<file path="src/rtl/shadow_bank_pkg.sv">
package shadow_bank_pkg;

    typedef enum logic [1:0] {
        KIND_NONE = 2'd0,
        KIND_LIVE = 2'd1,
        KIND_BUF  = 2'd2,
        KIND_RO   = 2'd3
    } slot_kind_e;

    typedef enum logic {
        UPD_IDLE   = 1'b0,
        UPD_COMMIT = 1'b1
    } upd_state_e;

endpackage

</file>
<file path="src/rtl/shadow_update_ctrl.sv">
module shadow_update_ctrl
    import shadow_bank_pkg::*;
#(
    parameter int SYNC_STAGES = 2
) (
    input  logic clk,
    input  logic rst_n,
    input  logic pin_i,
    input  logic ctrl_req_i,
    output logic commit_o
);

    // synchronizer chain plus one extra flop for change detection
    logic [SYNC_STAGES:0] pin_q;
    logic                 pin_edge;
    logic                 req;
    upd_state_e           state_q, state_nx;

    always_ff @(posedge clk or negedge rst_n) begin
        if (!rst_n) pin_q <= '0;
        else        pin_q <= {pin_q[SYNC_STAGES-1:0], pin_i};
    end

    assign pin_edge = pin_q[SYNC_STAGES] ^ pin_q[SYNC_STAGES-1];
    assign req      = pin_edge | ctrl_req_i;

    // state register
    always_ff @(posedge clk or negedge rst_n) begin
        if (!rst_n) state_q <= UPD_IDLE;
        else        state_q <= state_nx;
    end

    // next state
    always_comb begin
        state_nx = state_q;
        unique case (state_q)
            UPD_IDLE:   state_nx = req ? UPD_COMMIT : UPD_IDLE;
            UPD_COMMIT: state_nx = req ? UPD_COMMIT : UPD_IDLE;
        endcase
    end

    // outputs
    always_comb begin
        commit_o = (state_q == UPD_COMMIT);
    end

    // a commit cycle always follows a request
    p_commit_cause_r10: assert property (@(posedge clk) disable iff (!rst_n)
        commit_o |-> $past(req));

    // a detected pin change is followed by a commit cycle
    p_pin_commit_r3: assert property (@(posedge clk) disable iff (!rst_n)
        pin_edge |=> commit_o);

endmodule

</file>
<file path="src/rtl/shadow_reg_slot.sv">
module shadow_reg_slot
    import shadow_bank_pkg::*;
#(
    parameter int         DW      = 8,
    parameter slot_kind_e KIND    = KIND_LIVE,
    parameter logic [DW-1:0] AC_BITS = '0
) (
    input  logic          clk,
    input  logic          rst_n,
    input  logic          wr_hit,
    input  logic [DW-1:0] wr_data,
    input  logic          commit,
    input  logic [DW-1:0] status_byte,
    output logic [DW-1:0] rd_byte,
    output logic [DW-1:0] act_byte
);

    logic unused_inputs;
    assign unused_inputs = ^{clk, rst_n, wr_hit, wr_data, commit, status_byte};

    if (KIND == KIND_BUF) begin : g_buf
        logic [DW-1:0] stg_q, act_q;

        always_ff @(posedge clk or negedge rst_n) begin
            if (!rst_n) begin
                stg_q <= '0;
                act_q <= '0;
            end else begin
                if (wr_hit) stg_q <= wr_data;
                if (commit) act_q <= stg_q;
            end
        end

        assign rd_byte  = stg_q;
        assign act_byte = act_q;

        // active byte only moves on a commit
        p_hold_r2: assert property (@(posedge clk) disable iff (!rst_n)
            !commit |=> $stable(act_byte));

        // commit takes the staging byte present before the edge
        p_commit_old_r11: assert property (@(posedge clk) disable iff (!rst_n)
            commit |=> (act_byte == $past(rd_byte)));
    end else if (KIND == KIND_LIVE) begin : g_live
        logic [DW-1:0] val_q;

        always_ff @(posedge clk or negedge rst_n) begin
            if (!rst_n)      val_q <= '0;
            else if (wr_hit) val_q <= wr_data;
            else             val_q <= val_q & ~AC_BITS;
        end

        assign rd_byte  = val_q;
        assign act_byte = val_q;

        // a write shows on the next cycle
        p_live_wr_r6: assert property (@(posedge clk) disable iff (!rst_n)
            wr_hit |=> (act_byte == $past(wr_data)));

        if (AC_BITS != '0) begin : g_ac
            // self-clearing bits drop after one cycle
            p_ac_clear_r9: assert property (@(posedge clk) disable iff (!rst_n)
                (((act_byte & AC_BITS) != '0) && !wr_hit) |=> ((act_byte & AC_BITS) == '0));
        end
    end else if (KIND == KIND_RO) begin : g_ro
        assign rd_byte  = status_byte;
        assign act_byte = '0;
    end else begin : g_none
        assign rd_byte  = '0;
        assign act_byte = '0;
    end

endmodule

</file>
<file path="src/rtl/shadow_reg_bank.sv">
module shadow_reg_bank
    import shadow_bank_pkg::*;
#(
    parameter int NUM_SLOTS = 8,
    parameter int ADDR_W    = 4,
    parameter int DATA_W    = 8,
    parameter int UPD_SLOT  = 5,
    parameter logic [2*NUM_SLOTS-1:0] KIND_MAP = {
        KIND_RO, KIND_LIVE, KIND_LIVE, KIND_RO,
        KIND_BUF, KIND_BUF, KIND_BUF, KIND_LIVE},
    parameter logic [NUM_SLOTS*DATA_W-1:0] AC_MAP = 64'h00F0_0100_0000_0000
) (
    input  logic                        clk,
    input  logic                        rst_n,
    input  logic                        wr_en,
    input  logic [ADDR_W-1:0]           wr_addr,
    input  logic [DATA_W-1:0]           wr_data,
    input  logic [ADDR_W-1:0]           rd_addr,
    output logic [DATA_W-1:0]           rd_data,
    input  logic                        upd_pin,
    input  logic [NUM_SLOTS*DATA_W-1:0] status_i,
    output logic [NUM_SLOTS*DATA_W-1:0] active_o,
    output logic                        commit_o
);

    localparam int VEC_W = NUM_SLOTS * DATA_W;

    logic [DATA_W-1:0] rd_bytes  [NUM_SLOTS];
    logic [DATA_W-1:0] act_bytes [NUM_SLOTS];
    logic              ctrl_req;

    for (genvar i = 0; i < NUM_SLOTS; i++) begin : g_slot
        logic hit;
        assign hit = wr_en && (wr_addr == ADDR_W'(i));

        shadow_reg_slot #(
            .DW      (DATA_W),
            .KIND    (slot_kind_e'(KIND_MAP[2*i +: 2])),
            .AC_BITS (AC_MAP[DATA_W*i +: DATA_W])
        ) u_slot (
            .clk         (clk),
            .rst_n       (rst_n),
            .wr_hit      (hit),
            .wr_data     (wr_data),
            .commit      (commit_o),
            .status_byte (status_i[DATA_W*i +: DATA_W]),
            .rd_byte     (rd_bytes[i]),
            .act_byte    (act_bytes[i])
        );

        assign active_o[DATA_W*i +: DATA_W] = act_bytes[i];
    end

    always_comb begin
        rd_data = '0;
        for (int i = 0; i < NUM_SLOTS; i++) begin
            if (rd_addr == ADDR_W'(i)) rd_data = rd_bytes[i];
        end
    end

    assign ctrl_req = act_bytes[UPD_SLOT][0];

    shadow_update_ctrl #(
        .SYNC_STAGES (2)
    ) u_upd (
        .clk        (clk),
        .rst_n      (rst_n),
        .pin_i      (upd_pin),
        .ctrl_req_i (ctrl_req),
        .commit_o   (commit_o)
    );

    // addresses without a slot read as zero
    p_unmapped_r8: assert property (@(posedge clk) disable iff (!rst_n)
        ({1'b0, rd_addr} >= (ADDR_W+1)'(NUM_SLOTS)) |-> (rd_data == '0));

    // a set control bit leads to a commit cycle
    p_ctrl_commit_r4: assert property (@(posedge clk) disable iff (!rst_n)
        $rose(ctrl_req) |=> commit_o);

    // nothing is active right after reset
    p_reset_r1: assert property (@(posedge clk)
        !rst_n |=> (active_o == VEC_W'(0)));

endmodule

</file>
<file path="config.mk">
export PLATFORM = sky130hd
export DESIGN_NAME = shadow_reg_bank
export DESIGN_NICKNAME = d
export VERILOG_FILES = /design/src/rtl/shadow_bank_pkg.sv /design/src/rtl/shadow_update_ctrl.sv /design/src/rtl/shadow_reg_slot.sv /design/src/rtl/shadow_reg_bank.sv
export SDC_FILE = /design/constraint.sdc
export NUM_CORES = 1
export LEC_CHECK = 0
export ABC_AREA = 0
export ABC_CLOCK_PERIOD_IN_PS = 1210
export BUFFER_PORTS_ARGS = -buffer_cell sky130_fd_sc_hd__buf_2
export CAP_MARGIN = 20
export CORE_MARGIN = 2
export CORE_UTILIZATION = 40
export DETAILED_ROUTE_END_ITERATION = 7
export PLACE_DENSITY = 0.72
export SLEW_MARGIN = 40
export SYNTH_ARGS = -nofsm -noshare
export SYNTH_HDL_FRONTEND = slang
export SYNTH_SLANG_ARGS = --single-unit
</file>
<file path="constraint.sdc">
create_clock -name clk -period 1.21 [get_ports clk]
set_input_delay 0.121 -clock clk [delete_from_list [all_inputs] [get_ports clk]]
set_output_delay 0.121 -clock clk [all_outputs]
set_load 0.005 [all_outputs]
</file>
==> summary.txt, run 1 <==
Synthesis
  • Post-synth EDFFs: 0
  • Post-Synthesis Cells: 265
  • Most used flip-flop cell after synthesis: dfrtp_1
  • Synth top area share: 0.5218
  • Largest cells by area after synthesis: dfrtp_1, mux2_2, buf_4
  • Largest area contributor in the netlist: dfrtp_1
  • Asr flop ratio synth: 1.000
  • Count leader, synth: dfrtp_1
  • Number of synthesized register bits: 76
  • Commonest cells post-synth: dfrtp_1, mux2_2, buf_4
  • Cell area after synthesis: 3645 um2
  • Mean Syn Cell Area: between 10 and 15 um2
  • Register area share after synthesis: 0.5218
  • Cell variety after synth: 32
  • Ys Warns: 0

Global route
  • GRT Total Usage: 0.1949
  • Total gr overflow: 0
  • Vias in the first global route: 2827
  • First-pass GRT wire length: 14660 um
  • Largest net degree at the start of global routing: 77
  • Initial antenna violation count: 0

Clock tree
  • CTS clk-pin slew, worst paths: 0.08 ns
  • H-tree Lvls: 3
  • Clock Latency Late Sink: between 0.3 and 0.4 ns
  • CTS tree: done
  • CTS Buffer Depth: 2
  • CTS Sinks: 76
  • Clk root buf: clkbuf_8
  • CTS buffer count: 9

Floorplan
  • Die footprint: approximately 9900 um2
  • Row count: 34
  • Chip width: 99.46 um
  • IO Pins: 157
  • Core area: roughly 9000 um2
  • Chip height: about 100 um
  • Initial core utilization: 0.4159

Worst setup path
  • CP peak stage delay: 0.46 ns
  • Worst setup SP type: flop
  • Crit path max-delay family: multiplexers
  • Setup crit end kind: output port
  • Slowest library cell on the worst path: mux4_2
  • RR Startpoint: g_slot[6].u_slot.act_byte[0]
  • Worst path bufs/invs: 1
  • R2R Path End: g_slot[6].u_slot.act_byte[0]
  • Data required time of the critical path: about 1.1 ns
  • Worst-path fanout max: 2
  • CP Class: flop to output port
  • Critical path, cell by cell: mux4_2 > mux2i_1 > nor2_1 > buf_2
  • Worst R2R Path Depth: 4
  • Reg2reg setup slack: about 0.10 ns
  • Arrival @ worst endpoint: 1.53 ns

Run status
  • Failing checks: setup timing
  • Status: finished, violations left

Finish
  • Final #Nets: about 500
  • Syn-to-layout area delta: 33.99%
  • Antenna Cells: 0
  • Share of layout cells above drive strength 1: 0.6088
  • Non-Filler Instances: approximately 520
  • Finished Core Util: 0.5573

Timing
  • Clock skew: 0.005245 ns
  • Final Hold Viols: 0
  • RSZ-0062 raised after global routing: true
  • Worst setup margin: -0.4378 ns
  • Endpoints failing setup: 8
  • TNS Setup: -2.569 ns
  • Period utilization: 1.362
  • Max Transition Viols Final: 0
  • Peak Freq: 606.9 MHz
  • Final min period: approximately 1.6 ns

Min path
  • Hold Crit Depth: 2
  • Hold Crit Class: input pin to flop
  • HP Start: wr_data[7]
  • Hold Path End: g_slot[6].u_slot.act_byte[7]

Power
  • Clock share of power: 0.294
  • LEAKAGE: 0.002394 uW
  • P_sw: approximately 2100 uW
  • Pint: roughly 5800 uW
  • Reg power frac: 0.453
  • Power per cell area: about 1600 nW/um2
  • Switching share of power: 0.2671
  • Logic pwr share: 0.254
  • Max VDD drop: roughly 0.55 mV

Detailed routing
  • Vias: around 2700
  • Routed WL: 9494 um
  • DR iter-0 viols: between 80 and 90
  • WL per Instance: roughly 18 um
  • Post-route ant nets: 0
  • Via density per instance: between 5 and 6
  • Drt pass-1 iters: 4
  • Drc violations: 0

Placed design
  • Inst Count DP: 488
  • IO Port Bufs: 92
  • Placer congestion estimate: roughly 0.8
  • DP Wirelength: 6759 um

Job
  • Max cap viols: 0
==> worst reg2reg max path, cell delays in order (launching register included) <==
cell	delay (ns)
dfrtp_1	0.40
buf_6	0.12
buf_4	0.12
buf_4	0.12
mux2_2	0.24
==> per-stage QoR <==
stage          hold slack (ns)  cell area (um2)  power, uW  setup WS, ns
4_1_cts                0.04206             4831       7875       -0.4533
5_1_grt                0.05648             4883       8257       -0.5024
3_3_place_gp            0.1878             4466       5383       -0.2071
2_1_floorplan          -0.1746             3701       4464      -0.04016
6_report               0.04649             4883       7882       -0.4378
3_5_place_dp            0.1831             4466       5450       -0.2314
==> power by group through the flow <==
| stage | logic (uW) | registers, uW | clock network (uW) |
|---|---|---|---|
| 2_1_floorplan | 917 | 3550 | 0 |
| 3_3_place_gp | 1800 | 3580 | 0 |
| 3_5_place_dp | 1840 | 3610 | 0 |
| 4_1_cts | 1970 | 3560 | 2340 |
| 5_1_grt | 2190 | 3640 | 2430 |
| 6_report | 2000 | 3570 | 2320 |
==> worst max path at each step <==
stage | startpoint | end | slack [ns] | cells past startpoint
2_1_floorplan | u_upd.commit_o | g_slot[1].u_slot.act_byte[0] | -0.04 | 3
3_3_place_gp | rd_addr[2] | rd_data[7] | -0.21 | 5
3_5_place_dp | rd_addr[2] | rd_data[7] | -0.23 | 5
4_1_cts | g_slot[2].u_slot.rd_byte[3] | rd_data[3] | -0.45 | 4
5_1_grt | g_slot[6].u_slot.act_byte[3] | rd_data[3] | -0.50 | 4
6_report | g_slot[2].u_slot.rd_byte[3] | rd_data[3] | -0.44 | 4
==> kinds of logic after synthesis <==
logic type      Yosys count  share of synthesized area
buf+inv                  29                    0.05733
xor+xnor                  1                   0.002403
simple gates             35                    0.07210
mux                      90                     0.2825
other cells               1                   0.001029
compound gates           33                    0.06282
flops                    76                     0.5218
==> cell type report <==
cell class / instances / area [um2]
timing repair buffer: 143 / 969.7
tap: 108 / 135.1
clock inverter: 5 / 100.1
fill: 725 / 3880
clock buffer: 10 / 137.6
multi-input combinational: 175 / 1639
sequential: 76 / 1902
==> layer usage <==
metal / GRT usage / vias to the layer above / wire length, um
met4: 0.07482 / 0 / 167
met2: 0.3228 / 114 / 4699
met5: 0 / - / 0
met1: 0.2407 / 1343 / 3931
met3: 0.05833 / 16 / 695
li1: - / 1229 / -
==> registers in the layout (all words and copies together) (netlist names) <==
signal                  flops
u_upd.pin_q                 3
g_slot.u_slot.act_byte     48
g_slot.u_slot.rd_byte      24
u_upd.commit_o              1
==> cell usage in the layout (no fill, tap or decap), drive strengths merged, types with 3 or more instances in the layout <==
cell and instances:
buf 141, dfrtp 76, mux2 73, conb 16, mux2i 14, clkbuf 10
nand2 8, a21oi 7, o221ai 6, a22oi 6, nor2b 6, o2bb2ai 6
o21ai 6, and2 5, mux4 3, nand2b 3, nor3b 3, bufinv 3
nand3b 3
==> what timing repair did <==
action                                  4_1_cts  5_1_grt
resized for setup                            10        9
pin swaps                                     5        1
hold endpoints to repair                     77        0
hold buffers                                  2        0
setup buffers                                 9        3
cloned                                        0        0
endpoints found under the setup margin        8       10
Power figures use the tool's default switching activity.
==> inputs of run 2 (changes only) <==
- CELL_PAD_IN_SITES_DETAIL_PLACEMENT: unset -> 1
- CELL_PAD_IN_SITES_GLOBAL_PLACEMENT: unset -> 1
- CORE_UTILIZATION: 40 -> 34
- CTS_BUF_LIST: unset -> sky130_fd_sc_hd__clkbuf_4
- PLACE_DENSITY: 0.72 -> unset
- PLACE_DENSITY_LB_ADDON: unset -> 0.1
==> run 2 against run 1 <==
  * The run still ends with setup timing left
  * Worst hold slack lost 0.016 ns
  * Non-clock buffer count grew 21
  * Register-to-register slack lost 0.32 ns
  * Critical path depth is the same
  * Combinational power grew 27%
  * Sequential share of layout area shrank 1.8 points
  * Flip-flop and latch count is the same
  * First-iteration DRC count shrank 16%
  * Critical path type unchanged
  * Clock skew grew 0.011 ns
  * Wire length grew 6.6%
==> summary.txt, run 2 (synthesis results as in run 1) <==
Global route
  • GRT Total Usage: 0.1836 (-0.01128)
  • Largest net degree at the start of global routing: 33 (-57%)
  • Initial antenna violation count: 0 (unchanged)
  • Vias in the first global route: 2844 (+0.60%)
  • Total gr overflow: 0 (unchanged)
  • First-pass GRT wire length: 15760 um (+7.5%)

Timing
  • Clock skew: 0.01653 ns (+0.01128 ns)
  • Peak Freq: 564.5 MHz (-7.0%)
  • Worst setup margin: -0.5616 ns (-0.1238 ns)
  • RSZ-0062 raised after global routing: true
  • Final min period: 1.772 ns (+0.1238 ns)
  • Max Transition Viols Final: 0 (unchanged)
  • Final Hold Viols: 0 (unchanged)
  • Endpoints failing setup: 13 (+5)
  • Period utilization: 1.464 (+0.1023)

Clock tree
  • CTS Sinks: 76 (unchanged)
  • CTS tree: done
  • Clock Latency Late Sink: 0.43 ns (+0.08 ns)
  • CTS clk-pin slew, worst paths: 0.13 ns (+0.05 ns)
  • H-tree Lvls: 3 (unchanged)
  • CTS buffer count: 9 (unchanged)
  • CTS Buffer Depth: 2 (unchanged)
  • Clk root buf: clkbuf_4

Placed design
  • Inst Count DP: 526 (+7.8%)
  • Placed Area: 4566 um2 (+2.2%)
  • Placer congestion estimate: 0.7543 (-5.7%)
  • DP Wirelength: 7321 um (+8.3%)
  • IO Port Bufs: 92 (unchanged)

Power
  • LEAKAGE: 0.002448 uW (+2.3%)
  • Power per cell area: 1444 nW/um2 (-11%)
  • Reg power frac: 0.483 (+0.030)
  • Clock share of power: 0.172 (-0.122)
  • Logic pwr share: 0.345 (+0.091)
  • Pint: 5155 uW (-11%)
  • Switching share of power: 0.3021 (+0.03496)
  • P_sw: 2231 uW (+6.0%)
  • Max VDD drop: 0.6475 mV (+18%)

Detailed routing
  • Drt pass-1 iters: 4 (unchanged)
  • WL per Instance: 17.89 um (-2.6%)
  • Vias: 2679 (-0.85%)
  • Routed WL: 10130 um (+6.6%)
  • Post-route ant nets: 0 (unchanged)
  • Drc violations: 0 (unchanged)
  • DR iter-0 viols: 72 (-16%)
  • Via density per instance: 4.733 (-9.4%)

Worst setup path
  • Data required time of the critical path: 1.09 ns (about the same)
  • CP Class: flop to output port
  • Worst setup SP type: flop
  • Setup crit end kind: output port
  • Arrival @ worst endpoint: 1.65 ns (+0.12 ns)
  • Worst-path fanout max: 2 (unchanged)

Finish
  • Fin area: 5115 um2 (+4.7%)
  • Highest-count cells in the layout ignoring fill and taps: buf_2, dfrtp_1, mux2_2
  • Finished Core Util: 0.4932 (-0.06401)
  • Register area: 1902 um2 (unchanged)
  • Share of layout cells above drive strength 1: 0.6326 (+0.02376)
  • Antenna Cells: 0 (unchanged)
  • Non-Filler Instances: 566 (+9.5%)
  • Layout fillers: 1134 (+56%)
  • Max reg flops: 48 (unchanged)
  • Commonest non-fill, non-tap cell in the layout: buf_2
  • Syn-to-layout area delta: 40.34%
  • Final #Nets: 510 (+4.3%)
  • Area of the multi-input gates: 1678 um2 (+2.4%)

Floorplan
  • Row count: 37 (+8.8%)
  • IO Pins: 157 (unchanged)
  • Die footprint: 11560 um2 (+17%)
  • Chip width: 107.5 um (+8.1%)
  • Initial core utilization: 0.3515 (-0.06443)
  • Core area: 10370 um2 (+18%)
  • Chip height: 107.5 um (+8.1%)

Run status
  • Status: finished, violations left
  • Failing checks: setup timing

Min path
  • Hold Crit Class: input pin to flop

Job
  • Max cap viols: 0 (unchanged)
-- run 2: cell types whose count changed in the layout (fill, tap and decap cells not counted), moves of 9 or more --
cell and change:
buf_2 -14, buf_6 +28, clkbuf_8 -10, clkbuf_4 +9
-- run 2: final timing paths --
kind / slack [ns] / endpoint / startpoint / cells past startpoint
max: -0.56 / rd_data[3] / g_slot[5].u_slot.act_byte[3] / 4
min: 0.03 / g_slot[6].u_slot.act_byte[3] / wr_data[3] / 2
max reg2reg: -0.22 / g_slot[5].u_slot.act_byte[3] / g_slot[5].u_slot.act_byte[3] / 7
min reg2reg: 0.36 / u_upd.pin_q[1] / u_upd.pin_q[0] / 0
max in group asynchronous: 0.55 / g_slot[3].u_slot.rd_byte[5] / rst_n / 3
min in group asynchronous: 0.16 / g_slot[2].u_slot.act_byte[0] / rst_n / 2
-- run 2: final cells by class --
cell class | instances | share of cell area
tap | 136 | 0.03327
clock buffer | 9 | 0.01321
timing repair buffer | 164 | 0.2473
clock inverter | 6 | 0.006360
sequential | 76 | 0.3718
multi-input combinational | 175 | 0.3280
-- run 2: layer usage --
layer / track usage / up-vias / wire (um)
met5: 0 / - / 0
met4: 0.06319 / 0 / 152
met3: 0.02724 / 11 / 356
met2: 0.2960 / 68 / 4955
met1: 0.2527 / 1331 / 4661
li1: - / 1269 / -
-- run 2: what timing repair did --
item | in CTS | in global routing
hold buffers | 5 | 1
buffers inserted | 16 | 7
endpoints found under the setup margin | 19 | 24
gates resized for setup | 38 | 17
hold endpoints to repair | 80 | 2
pin swaps | 5 | 3
-- run 2: worst max-delay path: stages (launching register included) --
cell	delay (ns)
dfrtp_1	0.42
mux4_2	0.46
mux2i_1	0.15
nor2_1	0.06
buf_2	0.12
-- run 2: stage by stage --
| stage | total power [uW] | setup slack [ns] | setup TNS, ns | hold WS (ns) |
|---|---|---|---|---|
| 2_1_floorplan | 4464 | -0.04016 | -0.8032 | -0.1746 |
| 6_report | 7386 | -0.5616 | -4.306 | 0.03077 |
| 5_1_grt | 7878 | -0.6446 | -5.508 | 0.01552 |
| 4_1_cts | 7358 | -0.5892 | -4.571 | 0.0004302 |
| 3_5_place_dp | 5626 | -0.3015 | -6.174 | 0.08053 |
| 3_3_place_gp | 5570 | -0.2185 | -4.939 | 0.07724 |
-- run 2: power groups by stage --
stage	registers (uW)	logic, uW	clock network [uW]
after floorplan	3550	917	0
after global placement	3590	1980	0
after detailed placement	3620	2010	0
after CTS	3570	2450	1340
after global routing	3660	2770	1450
final	3570	2540	1270
